==> src/rtl/sp_pkg.sv <==
package sp_pkg;
  typedef enum logic [1:0] {
    ST_IDLE = 2'd0,
    ST_TIME = 2'd1,
    ST_REQ  = 2'd2
  } sp_state_e;
endpackage

==> src/rtl/sp_hit_merge.sv <==
module sp_hit_merge #(
  parameter int N_PIX = 8
) (
  input  logic [N_PIX-1:0] disc_hit,
  input  logic [N_PIX-1:0] test_en,
  input  logic             test_pulse,
  input  logic             strobe,
  output logic [N_PIX-1:0] hit_any
);
  logic inject;
  assign inject = test_pulse & strobe;

  for (genvar i = 0; i < N_PIX; i++) begin : g_pix
    assign hit_any[i] = disc_hit[i] | (test_en[i] & inject);
  end
endmodule

==> src/rtl/sp_osc_timer.sv <==
module sp_osc_timer #(
  parameter int TIME_W = 8,
  parameter int DIV_W  = 4
) (
  input  logic              clk,
  input  logic              rst,
  input  logic              clear,
  input  logic              run,
  input  logic [DIV_W-1:0]  osc_div,
  output logic [TIME_W-1:0] count
);
  localparam logic [TIME_W-1:0] CNT_MAX = {TIME_W{1'b1}};

  logic [DIV_W-1:0] div_cnt;

  always_ff @(posedge clk) begin
    if (rst || clear) begin
      div_cnt <= '0;
      count   <= '0;
    end else if (run) begin
      if (div_cnt == osc_div) begin
        div_cnt <= '0;
        if (count != CNT_MAX) count <= count + 1'b1;
      end else begin
        div_cnt <= div_cnt + 1'b1;
      end
    end
  end
endmodule

==> src/rtl/sp_hit_capture.sv <==
module sp_hit_capture
  import sp_pkg::*;
#(
  parameter int N_PIX  = 8,
  parameter int ADDR_W = 4,
  parameter int TIME_W = 8,
  parameter int DIV_W  = 4
) (
  input  logic                           clk,
  input  logic                           rst,
  input  logic [ADDR_W-1:0]              group_addr,
  input  logic [DIV_W-1:0]               osc_div,
  input  logic [N_PIX-1:0]               disc_hit,
  input  logic [N_PIX-1:0]               test_en,
  input  logic                           test_pulse,
  input  logic                           strobe,
  input  logic                           time_ref,
  input  logic                           ack,
  output logic                           req,
  output logic [ADDR_W+TIME_W+N_PIX-1:0] word_out
);
  sp_state_e         state;
  logic [N_PIX-1:0]  hit_any;
  logic [N_PIX-1:0]  shape;
  logic [ADDR_W-1:0] addr_q;
  logic [TIME_W-1:0] t_count;
  logic              tmr_run;
  logic              tmr_clear;

  sp_hit_merge #(.N_PIX(N_PIX)) u_merge (
    .disc_hit   (disc_hit),
    .test_en    (test_en),
    .test_pulse (test_pulse),
    .strobe     (strobe),
    .hit_any    (hit_any)
  );

  assign tmr_run   = (state == ST_TIME) && !time_ref;
  assign tmr_clear = (state == ST_IDLE) || ((state == ST_REQ) && ack);

  sp_osc_timer #(.TIME_W(TIME_W), .DIV_W(DIV_W)) u_timer (
    .clk     (clk),
    .rst     (rst),
    .clear   (tmr_clear),
    .run     (tmr_run),
    .osc_div (osc_div),
    .count   (t_count)
  );

  always_ff @(posedge clk) begin
    if (rst) begin
      state  <= ST_IDLE;
      shape  <= '0;
      addr_q <= '0;
    end else begin
      case (state)
        ST_IDLE: begin
          if (|hit_any) begin
            shape <= hit_any;
            state <= ST_TIME;
          end
        end
        ST_TIME: begin
          shape <= shape | hit_any;
          if (time_ref) begin
            addr_q <= group_addr;
            state  <= ST_REQ;
          end
        end
        ST_REQ: begin
          if (ack) begin
            shape  <= '0;
            addr_q <= '0;
            state  <= ST_IDLE;
          end
        end
        default: state <= ST_IDLE;
      endcase
    end
  end

  assign req      = (state == ST_REQ);
  assign word_out = {addr_q, t_count, shape};
endmodule

==> config.mk <==
export PLATFORM = sky130hd
export DESIGN_NAME = sp_hit_capture
export DESIGN_NICKNAME = d
export VERILOG_FILES = /design/src/rtl/sp_pkg.sv /design/src/rtl/sp_hit_merge.sv /design/src/rtl/sp_osc_timer.sv /design/src/rtl/sp_hit_capture.sv
export SDC_FILE = /design/constraint.sdc
export NUM_CORES = 1
export LEC_CHECK = 0
export BUFFER_PORTS_ARGS = -buffer_cell sky130_fd_sc_hd__buf_2
export CORE_ASPECT_RATIO = 2
export CORE_MARGIN = 4
export CORE_UTILIZATION = 44
export DETAILED_ROUTE_END_ITERATION = 10
export GPL_TIMING_DRIVEN = 0
export PLACE_DENSITY_LB_ADDON = 0.2
export RECOVER_POWER = 50
export SYNTH_ARGS = -nofsm -noshare
export SYNTH_HDL_FRONTEND = slang
export SYNTH_SLANG_ARGS = --single-unit
==> constraint.sdc <==
create_clock -name clk -period 1.7 [get_ports clk]
set_clock_uncertainty 0.05 [all_clocks]
set_input_delay 0.17 -clock clk [delete_from_list [all_inputs] [get_ports clk]]
set_output_delay 0.17 -clock clk [all_outputs]
set_load 0.05 [all_outputs]
==> summary.md, run 1 <==
STA classifies the critical path endpoint as a flip-flop. The relative slew slack came out at 0.571. For the floorplan die area, the log shows 4380 µm².

For the post-detailed-route count of antenna-violating nets, the log shows 0. TritonCTS built the clock tree. Dividing total power by cell area gives a power density of 879 nW/µm². The count of cells along the worst register-to-register path came out at 7. The class of the most critical setup path was reg -> reg. The first-pass detailed-route iteration total is 4, and the number of antenna violations at the first check in global routing is 0.

The yosys synthesis warning count was 0; the cell leakage power was 0.893 nW. The via density per instance was 5.81. TritonCTS created 3 clock buffers. Entering global routing, the biggest net connects 14 pins. For the pin with the worst max-slew slack, the measured transition is 0.643 ns.

Measured along the y axis, the die boundary spans 89.6 µm. The share of async-settable or async-resettable flops after synthesis was 0; the mean instance size in the synthesized netlist was 8.78 µm². The routed design could run at a clock period as short as 1.80 ns. The worst path required time was 1.78 ns; the highest net fanout along the worst path was 3. The run gives 0 as the final hold violation count. The max-capacitance violation count was 0.

Setup slack on the worst reg-to-reg path comes out at -0.10 ns. After detailed routing, the average wire length per cell comes to 17.3 µm. The H-tree depth was 1; the cell count after synthesis was 167. Setup repair after global routing could not meet its margin everywhere. After synthesis, the netlist uses 39 different library cells.

For this run, the top clock speed supported by timing is 555 MHz. The path class of the tightest hold or removal check is in -> reg. Cell chosen for the clock root: sky130_fd_sc_hd__clkbuf_8. The worst-case hold path end point was addr_q[0]. The run gives 0.695 mV as the worst vdd rail ir drop. The met1 layer usage reported by global route came out at 0.188. 51 I/O pins were placed. The worst hold path begins at group_addr[0]. At the end of routability-driven placement, the weighted congestion stood at 0.795.

In the final design database the tool counted 272 nets. Final hold analysis gives a worst-case slack of 0.120 ns. Clock latency on the worst-skew pair, taken at its later pin, is 0.27 ns.

CTS saw 26 sinks. Along the worst hold path, the cell count comes to 3. The count of port buffers added during placement was 49; the sequential share of the synthesized area was 0.355.

The run gives 29 as the row count. Post-route clock period utilization: 1.06. The starting utilization of the core area is 0.459. The final reports fail on negative setup slack.

The global-route wire length before repair is 7490 µm, and the cell area after synthesis is 1470 µm². The chip width was 48.8 µm. The fraction of final layout cells sized beyond drive strength 1 was 0.464.

The clock passes through at most 2 buffers. 0 antenna diodes ended up in the layout. Buffers inserted to repair hold after CTS numbered 0. The global routing usage summed across all routing layers is 0.215, and the worst-case setup margin in the final layout is -0.103 ns. Setup violations remaining at the end of the flow were counted as 16. Among all flip-flop cells after synthesis, the most frequent one is sky130_fd_sc_hd__dfxtp_1. The signed area change from the synthesized netlist to the final layout is 50.5%.

For the vias after detailed routing, the log shows 1546. The number of DRC markers after the initial detailed-route iteration came out at 14. The run finished, with violations left. The number of nets in the synthesized netlist is 202. The run gives 0 as the remaining routing DRC violations.

In this run the standard cell core region covers 3190 µm². The run gives 3330 µm as the detailed placer's ending HPWL. The tools report the critical register-to-register path startpoint as state[1]. The logs give 1631 for the number of global-route vias before repair and 0.0264 for the global-route track usage on met3. STA puts the critical path data arrival time at 1.88 ns. The capture instance of the worst register-to-register path was state[1]. The routed design has 4610 µm of wire. The run gives 0.461 as the global-route met2 utilization. The run gives -0.936 ns as the final sum of negative setup slack. After global routing the overflow that remains totals 0.

The layer flagged by global routing as most heavily used is met2. The final-report max-slew violation count was 0. Counting flops with a built-in enable in the synthesized netlist gives 0. The flop and latch count out of synthesis is 26.

STA classifies the critical path startpoint as a flip-flop. Clock-pin slew was measured on the worst setup and hold paths at 0.08 ns.
flip-flops by register name, summed over array words and instances, names as in the netlist:
signal	count
addr_q	4
shape	8
state	2
u_timer.count	8
u_timer.div_cnt	4
power by group:
group / switching, mW / leakage (nW) / internal, mW / total (mW)
registers: 0.0412 / 0.216 / 0.671 / 0.712
clock network: 0.184 / 0.0216 / 0.159 / 0.343
logic: 0.561 / 0.655 / 0.323 / 0.884
total: 0.787 / 0.893 / 1.15 / 1.94
repair_timing:
item                       in CTS  in global routing
buffers inserted               10                  7
setup endpoints to repair      22                 22
gates resized for setup        37                 20
pin swaps                      12                 11
cloned                          2                  0
layout by cell type (no fill, tap or decap), types with 8 or more instances in the layout:
cell type	instances
sky130_fd_sc_hd__o21ai_0	9
sky130_fd_sc_hd__dfxtp_1	18
sky130_fd_sc_hd__buf_4	16
sky130_fd_sc_hd__buf_2	34
sky130_fd_sc_hd__nand2b_1	8
sky130_fd_sc_hd__a21o_1	8
sky130_fd_sc_hd__clkbuf_1	18
sky130_fd_sc_hd__a211oi_2	9
sky130_fd_sc_hd__nand2_1	15
sky130_fd_sc_hd__a21oi_1	15
per-stage QoR:
stage	cells	utilization	power (mW)	cell area, µm²	setup WS (ns)
after global placement	247	0.565	1.42	1800	-0.301
after CTS	260	0.656	1.93	2090	-0.161
final	266	0.691	1.94	2210	-0.103
after global routing	266	0.691	2.04	2210	-0.192
after floorplan	167	-	1.25	1520	-0.0502
after detailed placement	247	0.565	1.44	1800	-0.351
area by class of cell:
type                            instances  area, µm²
Buffer                                  6       38.8
Clock buffer                            3       41.3
Fill cell                             267        986
Inverter                                3       16.3
Multi-Input combinational cell        129       1130
Sequential cell                        26        538
Tap cell                               31       38.8
Timing Repair Buffer                   68        400
worst max-delay path: stages (launching register included):
cell                       delay (ns)
sky130_fd_sc_hd__dfxtp_2         0.35
sky130_fd_sc_hd__inv_4           0.09
sky130_fd_sc_hd__ha_4            0.14
sky130_fd_sc_hd__or4b_4          0.46
sky130_fd_sc_hd__nor3_4          0.21
sky130_fd_sc_hd__buf_4           0.17
sky130_fd_sc_hd__a21o_1          0.13
sky130_fd_sc_hd__a211oi_2        0.07
cell families after synthesis:
family | synth area share
buffers and inverters | 0.0427
and+or+nand+nor | 0.213
muxes | 0.0273
adders and majority gates | 0.0427
DFF | 0.355
xor gates and xnor gates | 0.0418
AOI/OAI and AO/OA | 0.277
routing by layer:
layer / vias up / share of wire / wire, µm
li1: 758 / - / -
met1: 738 / 0.31 / 1440
met2: 40 / 0.63 / 2920
met3: 10 / 0.031 / 145
met4: 0 / 0.023 / 105
met5: - / 0 / 0
cells in the mapped netlist, drive strengths merged (4+ instances only):
master | instances | area (µm²)
a21oi | 20 | 100
nand2b | 9 | 56.3
clkbuf | 6 | 23.8
nand4b | 4 | 35.0
ha | 5 | 62.6
a21o | 8 | 60.1
mux2i | 4 | 40.0
o21ai | 11 | 55.1
a211oi | 10 | 80.1
dfxtp | 26 | 521
nand3 | 5 | 25.0
or4 | 5 | 41.3
xor2 | 5 | 43.8
nand2 | 15 | 56.3
worst max-delay path by stage:
stage,from,endpoint,slack (ns),cells after the start
floorplan,state[1],u_timer.count[3],-0.05,9
global placement,state[0],shape[2],-0.30,7
detailed placement,state[0],shape[3],-0.35,7
CTS,state[1],state[1],-0.16,7
global route,state[1],state[1],-0.19,7
finish,state[1],state[1],-0.10,7
Power figures use the tool's default switching activity.
==> run 2, diff against run 1 <==
--- a/config.mk
+++ b/config.mk
@@ -8,7 +8,7 @@
 export BUFFER_PORTS_ARGS = -buffer_cell sky130_fd_sc_hd__buf_2
 export CORE_ASPECT_RATIO = 2
 export CORE_MARGIN = 4
-export CORE_UTILIZATION = 44
+export CORE_UTILIZATION = 40
 export DETAILED_ROUTE_END_ITERATION = 10
 export GPL_TIMING_DRIVEN = 0
 export PLACE_DENSITY_LB_ADDON = 0.2
==> run 2 against run 1 <==
The run still ends with negative setup slack left. Final cell count increased by 7.5%. Clock power increased by 16%. Sequential power about the same. Count of clock-buffer cells in the layout increased by 1. Critical path depth unchanged. Via count increased by 0.65%. Combinational power about the same. Largest cell class unchanged.
==> summary.md, run 2 (synthesized netlist as in run 1, its figures left out) <==
The routed design has 4690 µm of wire. The largest registers in the layout are shape x8, u_timer.count x8. The library cells used most frequently in the layout, excluding fill and tap cells, are sky130_fd_sc_hd__buf_2, sky130_fd_sc_hd__dfxtp_1, sky130_fd_sc_hd__clkbuf_1. The final reports fail on negative setup slack. The tools report the CTS buffer count as 3.

The relative slew slack was 0.581; the starting utilization of the core area was 0.425. The worst-case setup margin in the final layout is -0.0855 ns, and the pin slew with the least headroom to its limit is 0.628 ns. The routed design uses 2780 µm of met2 wire. CTS saw 26 sinks. Across the run, the number of max-cap violations was 0. The total grt overflow is 0. TritonCTS built the clock tree.

The number of antenna violations at the first check in global routing was 0. For the worst setup path, the data required time is 1.85 ns. In the final routed layout, each cell accounts on average for 16.4 µm.

The worst hold margin is 0.116 ns, and the floorplan die area is 4760 µm². Chip width: 50.8 µm. The via density per instance is 5.44, and the number of placed instances, taps included is 264. For this block, the initial DRC count from the detailed router was 34. The clock latency at the later pin of the worst-skew pair is 0.27 ns. For this design the static power due to leakage is 0.928 nW. The design draws 1.99 mW. The number of nets in the layout is 274. The highest routing layer actually used is met4. The congestion estimate from routability-driven global placement came to 0.752. The floorplan has 30 rows.

The global routing usage summed across all routing layers is 0.185. Cell with the largest stage delay on the worst path: sky130_fd_sc_hd__or4_4. The final-report max-slew violation count was 0; the vias after detailed routing was 1556. The post-route clock period utilization works out to 1.05. The flow ran to the end, but the final reports show violations. Setup repair after global routing could not meet its margin everywhere. The logs give 1590 µm for the total routed wire length on the met1 layer and 560 MHz for the highest clock rate.

The signed area change from the synthesized netlist to the final layout is 54.7%, and the count of inserted antenna diode cells is 0. STA classifies the critical path startpoint as a flip-flop. The library cell used most frequently in the layout, excluding fill and tap cells, is sky130_fd_sc_hd__buf_2.

The tools report the data arrival at the endpoint of the critical path as 1.94 ns. The path class of the tightest hold or removal check is in -> reg. The class of the most critical setup path was reg -> reg. The largest net degree at the start of global routing is 15.

The wire-length estimate of the detail-placed layout is 3020 µm. The largest single stage delay on the critical path is 0.43 ns. For this run, the number of standard cells in the final layout without fillers is 286. The clock slew seen by the registers of the worst setup and hold paths is 0.09 ns, and the final hold violation count is 0. The logs give 181 µm for the total length of routed met3 wires and 0.804 mV for the worst vdd rail ir drop. The first global-routing pass estimated 6760 µm of wire.

The run gives 0 as the post-detailed-route count of antenna-violating nets. The tools report the H-tree depth as 1. The final critical path time including I/O delays and setup works out to 1.79 ns. The count of port buffers added during placement is 49, and the deepest clock path buffer count is 2. The fraction of final layout cells sized beyond drive strength 1 is 0.479, and the number of I/O pins is 51. The number of global-route vias before repair was 1489. Traced cell by cell, the critical path runs through inv_4, ha_4, and2b_1, o211ai_1, buf_4, or4_4, a21oi_2. Critical path endpoint category: a flip-flop. After floorplanning, the core was sized to cover 3450 µm².

For this run, design rule violations remaining after detail routing come to 0. Cell chosen for the clock root: sky130_fd_sc_hd__clkbuf_8. The first-pass detailed-route iteration total is 4, and the die span in y is 93.6 µm.

In this run the power density over the cells is 879 nW/µm². Setup violations remaining at the end of the flow were counted as 15. Highest net fanout along the worst path: 8.
[run 2: changes by cell type in the layout (fill, tap and decap cells not counted), moves of 2 or more]
cell	delta
sky130_fd_sc_hd__xor2_2	-2
sky130_fd_sc_hd__buf_2	+2
sky130_fd_sc_hd__buf_6	+3
sky130_fd_sc_hd__xor2_1	+2
sky130_fd_sc_hd__clkbuf_1	-2
[run 2: repair_timing]
| action | CTS | global route |
|---|---|---|
| hold buffers | 0 | 0 |
| pin swaps | 10 | 16 |
| cloned | 1 | 0 |
| setup endpoints to repair | 22 | 22 |
| gates resized for setup | 36 | 23 |
| setup buffers | 10 | 10 |
[run 2: cell type report]
| cell class | instances | area [µm²] |
|---|---|---|
| Fill cell | 321 | 1180 |
| Multi-Input combinational cell | 129 | 1120 |
| Sequential cell | 26 | 539 |
| Timing Repair Buffer | 70 | 434 |
| Tap cell | 48 | 60.1 |
| Clock buffer | 4 | 55.1 |
| Buffer | 6 | 41.3 |
| Inverter | 3 | 16.3 |
[run 2: per-stage QoR]
step / utilization / worst slack, ns / instance area (µm²) / TNS (ns)
5_1_grt: 0.657 / -0.162 / 2270 / -2.47
6_report: 0.657 / -0.0855 / 2270 / -0.801
3_3_place_gp: 0.529 / -0.335 / 1830 / -3.83
2_1_floorplan: - / -0.0502 / 1520 / -0.324
3_5_place_dp: 0.529 / -0.362 / 1830 / -4.22
4_1_cts: 0.617 / -0.102 / 2130 / -0.997
[run 2: final timing paths]
check / startpoint / to / slack (ns) / cells past startpoint
max: state[1] / u_timer.count[3] / -0.09 / 7
min: group_addr[0] / addr_q[0] / 0.12 / 3
max reg2reg: state[1] / u_timer.count[3] / -0.09 / 7
min reg2reg: addr_q[0] / addr_q[0] / 0.41 / 2
[run 2: metal layers]
layer  track usage  vias to the layer above
met5             0                        -
met4        0.0742                        0
met3        0.0271                       11
met2         0.374                       47
met1         0.175                      735
li1              -                      763
[run 2: report_power, final]
part           internal, mW  total (mW)  switching, mW
combinational         0.325       0.884          0.559
sequential            0.672       0.712         0.0399
clock                 0.207       0.398          0.191
[run 2: critical path: cells and delay by family (launching register included)]
kind / cells / cell delay (ns)
buf+inv: 2 / 0.30
compound gates: 2 / 0.27
fa+ha+maj: 1 / 0.13
flops: 1 / 0.36
simple gates: 2 / 0.59
